==> src/rtl/tlbRandPkg.sv <==
package tlbRandPkg;
  localparam int SEED_W = 32;
  localparam int SRC_W  = 16;
  localparam logic [SEED_W-1:0] LCG_MUL = 32'd314159;
  localparam logic [SEED_W-1:0] LCG_INC = 32'd1;

  // strobes from control to datapath
  typedef struct packed {
    logic accept;    // request taken: advance seed, load divider
    logic saturate;  // wired covers whole TLB: write last entry now
    logic step;      // one restoring division iteration
    logic finish;    // last iteration: publish the index
  } tlbRandCtrl_t;
endpackage

==> src/rtl/tlbRandCtrl.sv <==
module tlbRandCtrl
  import tlbRandPkg::*;
(
  input  logic         clk,
  input  logic         rst,
  input  logic         reqValid,
  input  logic         wiredFull,
  output tlbRandCtrl_t ctrl
);
  localparam int CNT_W = $clog2(SRC_W);
  localparam logic [CNT_W-1:0] LAST_STEP = CNT_W'(SRC_W - 1);

  typedef enum logic {ST_IDLE, ST_DIV} state_t;

  state_t stateQ;
  logic [CNT_W-1:0] stepCnt;

  always_comb begin
    ctrl.accept   = reqValid && (stateQ == ST_IDLE);
    ctrl.saturate = ctrl.accept && wiredFull;
    ctrl.step     = (stateQ == ST_DIV);
    ctrl.finish   = ctrl.step && (stepCnt == LAST_STEP);
  end

  always_ff @(posedge clk) begin
    if (rst) begin
      stateQ  <= ST_IDLE;
      stepCnt <= '0;
    end else begin
      if (ctrl.accept && !wiredFull) begin
        stateQ  <= ST_DIV;
        stepCnt <= '0;
      end else if (ctrl.step) begin
        stepCnt <= stepCnt + 1'b1;
        if (ctrl.finish) stateQ <= ST_IDLE;
      end
    end
  end
endmodule

==> src/rtl/tlbRandPath.sv <==
module tlbRandPath
  import tlbRandPkg::*;
#(
  parameter int ENTRIES = 16,
  localparam int IDX_W   = $clog2(ENTRIES),
  localparam int WIRED_W = IDX_W + 1
) (
  input  logic               clk,
  input  logic               rst,
  input  tlbRandCtrl_t       ctrl,
  input  logic [WIRED_W-1:0] wiredCount,
  output logic               wiredFull,
  output logic [SEED_W-1:0]  seedOut,
  output logic [IDX_W-1:0]   indexOut,
  output logic               indexValid
);
  localparam int REM_W = WIRED_W + 1;
  localparam logic [WIRED_W-1:0] ENTRIES_W = WIRED_W'(ENTRIES);
  localparam logic [IDX_W-1:0]   LAST_IDX  = IDX_W'(ENTRIES - 1);

  logic [SEED_W-1:0]  seedQ;
  logic [SEED_W-1:0]  seedNext;
  logic [WIRED_W-1:0] wiredQ;
  logic [WIRED_W-1:0] spanQ;
  logic [SRC_W-1:0]   divQ;
  logic [REM_W-1:0]   remQ;
  logic [REM_W-1:0]   shifted;
  logic [REM_W-1:0]   remStep;

  assign seedNext  = seedQ * LCG_MUL + LCG_INC;
  assign wiredFull = (wiredCount >= ENTRIES_W);
  assign seedOut   = seedQ;

  always_comb begin
    shifted = {remQ[REM_W-2:0], divQ[SRC_W-1]};
    if (shifted >= {1'b0, spanQ}) remStep = shifted - {1'b0, spanQ};
    else                          remStep = shifted;
  end

  always_ff @(posedge clk) begin
    if (rst) begin
      seedQ      <= '0;
      wiredQ     <= '0;
      spanQ      <= '0;
      divQ       <= '0;
      remQ       <= '0;
      indexOut   <= '0;
      indexValid <= 1'b0;
    end else begin
      if (ctrl.accept) begin
        seedQ  <= seedNext;
        wiredQ <= wiredCount;
        spanQ  <= ENTRIES_W - wiredCount;
        divQ   <= seedNext[SEED_W-1 -: SRC_W];
        remQ   <= '0;
        if (ctrl.saturate) begin
          indexOut   <= LAST_IDX;
          indexValid <= 1'b1;
        end else begin
          indexValid <= 1'b0;
        end
      end
      if (ctrl.step) begin
        divQ <= divQ << 1;
        remQ <= remStep;
        if (ctrl.finish) begin
          indexOut   <= IDX_W'(remStep + REM_W'(wiredQ));
          indexValid <= 1'b1;
        end
      end
    end
  end
endmodule

==> src/rtl/tlbRandIdx.sv <==
module tlbRandIdx
  import tlbRandPkg::*;
#(
  parameter int ENTRIES = 16,
  localparam int IDX_W   = $clog2(ENTRIES),
  localparam int WIRED_W = IDX_W + 1
) (
  input  logic               clk,
  input  logic               rst,
  input  logic               reqValid,
  input  logic [WIRED_W-1:0] wiredCount,
  output logic [IDX_W-1:0]   indexOut,
  output logic               indexValid
);
  tlbRandCtrl_t      ctrlBus;
  logic              wiredFull;
  logic [SEED_W-1:0] seedVal;

  tlbRandCtrl u_ctrl (
    .clk      (clk),
    .rst      (rst),
    .reqValid (reqValid),
    .wiredFull(wiredFull),
    .ctrl     (ctrlBus)
  );

  tlbRandPath #(.ENTRIES(ENTRIES)) u_path (
    .clk       (clk),
    .rst       (rst),
    .ctrl      (ctrlBus),
    .wiredCount(wiredCount),
    .wiredFull (wiredFull),
    .seedOut   (seedVal),
    .indexOut  (indexOut),
    .indexValid(indexValid)
  );
endmodule

==> config.mk <==
export PLATFORM = sky130hd
export DESIGN_NAME = tlbRandIdx
export DESIGN_NICKNAME = d
export VERILOG_FILES = /design/src/rtl/tlbRandPkg.sv /design/src/rtl/tlbRandCtrl.sv /design/src/rtl/tlbRandPath.sv /design/src/rtl/tlbRandIdx.sv
export SDC_FILE = /design/constraint.sdc
export NUM_CORES = 1
export LEC_CHECK = 0
export BUFFER_PORTS_ARGS = -buffer_cell sky130_fd_sc_hd__buf_2
export CAP_MARGIN = 20
export CORE_MARGIN = 3
export CORE_UTILIZATION = 55
export CTS_CLUSTER_SIZE = 25
export DETAILED_ROUTE_END_ITERATION = 8
export PLACE_DENSITY = 0.74
export SLEW_MARGIN = 20
export SYNTH_ARGS = -nofsm -noshare
export SYNTH_HDL_FRONTEND = slang
export SYNTH_SLANG_ARGS = --single-unit
==> constraint.sdc <==
create_clock -name clk -period 14.5 [get_ports clk]
set_input_delay 0 -clock clk [delete_from_list [all_inputs] [get_ports clk]]
set_output_delay 0 -clock clk [all_outputs]
set_load 0.05 [all_outputs]
==> key figures <==
Status
  • Status: finished clean

Synthesis
  • Area leader, netlist: fa_1
  • Share of flip-flops with an asynchronous set or reset: 0
  • Seq/Total Area, Yosys: 0.128
  • EDFF count, synth: 0
  • Top-area cell type share of the netlist area: 0.331
  • Post-Synthesis Cells: 1243
  • Synth Warn #: 0
  • Netlist cell types: 57
  • Cell Area, Synth: 0.0111 sq mm
  • Syn_nets: 1591
  • Dominant synthesized flop cell: dfxtp_1
  • Synthesized area per cell: 8.94 sq um
  • Synth top area cells: fa_1 (33%), ha_1 (18%), dfxtp_1 (13%)
  • Register bit total from synthesis: 71

CTS
  • Clk buf depth: 2
  • Total CTS buffers: 9
  • Worst-Skew Late Latency: 350 ps
  • H-tree depth: 3
  • Post-CTS Resized: 0
  • CTS root buf: clkbuf_16
  • Clock Pin Slew Worst Setup and Hold Paths: 60 ps
  • CTS tree: built
  • Clk sinks: 71

GRT
  • Total grt overflow: 0
  • First-pass GRT wire length: 42800 microns
  • Number of global-route vias before repair: 8379
  • Largest net degree at the start of global routing: 60
  • Tot GR Track Use: 0.248
  • Initial antenna violation count: 0

Placed design
  • DP HPWL: 21000 microns
  • Routability cong.: 0.947
  • # port buffers: 12

Worst hold path
  • WHS Path Cells: 3
  • HP Start: reqValid
  • Worst Hold Path EP: u_path.divQ[1]
  • Hold/Removal Path Class: in2reg

Floorplan
  • Initial Util: 0.566
  • IO Count: 13
  • Die outline height: 148 microns
  • Die X: 148 microns
  • DIE AREA: 0.0219 sq mm
  • Row cnt: 51
  • Core area: 0.0197 sq mm

STA
  • Clock skew: 12.0 ps
  • Final TNS setup: 0 ps
  • Max-slew violations: 0
  • Final Hold Viols: 0
  • Unrepaired setup endpoints after global routing: no
  • Min Clock Period, post-route: 6130 ps
  • Slew @ Worst Pin: 985 ps
  • Max frequency: 163 MHz
  • Final worst-path cycle share: 0.423
  • Relative slew slack: 0.341
  • # setup viols final: 0
  • Hold Slack: 26.3 ps

Finish
  • # diodes: 0
  • Layout Nets: 1599
  • Area grow syn2layout: 6.14%
  • Post-layout util: 0.600
  • Layout cell share with drive strength beyond 1: 0.0398

Route
  • Via count: 7974
  • Residual DRC: 0
  • TritonRoute pass-1 iters: 5
  • DRT iter0 DRCs: 480
  • Total Wirelength: 25300 microns
  • Vias per inst: 5.24
  • Routed Antenna Nets: 0
  • DR WL/cell: 16.6 microns

Critical path
  • Crit Path Category: reg2reg
  • R2R Path End: u_path.divQ[11]
  • Startpoint Class: flop
  • Reg2Reg Setup Slack: 8370 ps
  • Worst-path fanout max: 8
  • CP endpoint kind: flop
  • Worst-case reg-to-reg path depth: 21
  • CP required: 14690 ps
  • WP data arrival: 6320 ps
  • Worst r2r src: u_path.seedOut[9]

Run
  • Number of max-cap violations: 0
==> cells by family (layout without fill, tap and decap cells) <==
kind of cell | count (synthesis) | in the layout | share of synthesized area
flops | 71 | 71 | 0.128
mux | 6 | 6 | 0.00574
xor+xnor | 58 | 58 | 0.0457
simple gates | 200 | 200 | 0.0822
fa+ha+maj | 340 | 340 | 0.507
compound gates | 167 | 167 | 0.0957
buf+inv | 401 | 414 | 0.136
==> through the flow <==
step / std cells / setup slack, ps / cell area [sq um]
finish: 1521 / 8370 / 11800
detailed placement: 1501 / 8410 / 11400
floorplan: 1243 / 8920 / 11100
global route: 1521 / 8040 / 11800
global placement: 1501 / 8530 / 11400
CTS: 1521 / 8420 / 11800
==> Yosys cell counts (8+ instances only) <==
cell type / count
xnor2_1: 40
clkbuf_1: 19
a21o_1: 13
a211oi_1: 8
dfxtp_1: 71
xor2_1: 18
nand2_1: 88
inv_1: 377
nor3_1: 14
and3_1: 14
fa_1: 184
nor2_1: 46
o21ai_0: 22
ha_1: 156
a21oi_1: 79
==> what timing repair did <==
| action | in CTS | in global routing |
|---|---|---|
| hold buffers | 4 | 0 |
| setup endpoints to repair | 0 | 0 |
| buffers inserted | 0 | 0 |
| hold endpoints to repair | 4 | 0 |
==> registers in the layout, summed over array words and instances, names as in the netlist <==
signal / count
u_path.divQ: 16
u_path.indexValid: 1
u_ctrl.stateQ: 1
u_path.wiredQ: 3
u_path.indexOut: 4
u_path.remQ: 5
u_ctrl.stepCnt: 4
u_path.seedOut: 32
u_path.spanQ: 5
==> critical path, cell delays in order, from the launching register on <==
cell      delay [ps]
dfxtp_1          580
inv_1            250
fa_1             590
inv_1             50
ha_1             270
inv_1             50
fa_1             470
inv_1             50
fa_1             500
inv_1             50
fa_1             450
fa_1             530
inv_1             50
ha_1             370
or2_2            320
a21oi_1          180
a21oi_1           80
nor3_1           350
o211ai_1         210
a31oi_1          250
xor2_1           210
o22ai_1          120
==> how the worst max path moves through the flow <==
stage / start / to / slack (ps) / depth (start not counted)
detailed placement: u_path.seedOut[9] / u_path.divQ[12] / 8410 / 21
floorplan: u_path.seedOut[18] / u_path.divQ[12] / 8920 / 21
global placement: u_path.seedOut[13] / u_path.divQ[12] / 8530 / 20
CTS: u_path.seedOut[9] / u_path.divQ[12] / 8420 / 21
finish: u_path.seedOut[9] / u_path.divQ[11] / 8370 / 21
global route: u_path.seedOut[9] / u_path.divQ[12] / 8040 / 21
==> area by class of cell <==
type,instances,area (sq um)
tap,265,332
inverter,378,1420
multi-input combinational,771,8190
fill,1747,7860
timing repair buffer,20,130
sequential,71,1420
clock inverter,4,51.3
clock buffer,12,256
==> placed cells by master, fill, tap and decap left out, types with 4 or more instances in the layout <==
| cell type | netlist | final |
|---|---|---|
| a211o_1 | 5 | 5 |
| a211oi_1 | 8 | 8 |
| a21o_1 | 13 | 13 |
| a21oi_1 | 79 | 79 |
| a31oi_1 | 5 | 5 |
| and2_1 | 4 | 4 |
| and3_1 | 14 | 14 |
| buf_2 | 2 | 12 |
| buf_4 | 0 | 4 |
| clkbuf_16 | 0 | 9 |
| dfxtp_1 | 71 | 71 |
| dlygate4sd3_1 | 0 | 4 |
| fa_1 | 184 | 184 |
| ha_1 | 156 | 156 |
| inv_1 | 377 | 377 |
| nand2_1 | 88 | 88 |
| nand2b_1 | 5 | 5 |
| nand3_1 | 6 | 6 |
| nand4_1 | 4 | 4 |
| nor2_1 | 46 | 45 |
| nor3_1 | 14 | 14 |
| o21a_1 | 5 | 5 |
| o21ai_0 | 22 | 22 |
| o22ai_1 | 4 | 4 |
| or2_2 | 4 | 4 |
| xnor2_1 | 40 | 40 |
| xor2_1 | 18 | 18 |
==> routing by layer <==
metal | global-route usage | routed length (microns) | vias to the layer above
li1 | - | - | 3815
met1 | 0.350 | 11300 | 3917
met2 | 0.410 | 12000 | 204
met3 | 0.0338 | 1330 | 38
met4 | 0.0605 | 568 | 0
met5 | 0 | 0 | -
Power is left out: the tool's default activity adds up to more than one toggle a clock period on the data nets, which glitch-free logic cannot reach.
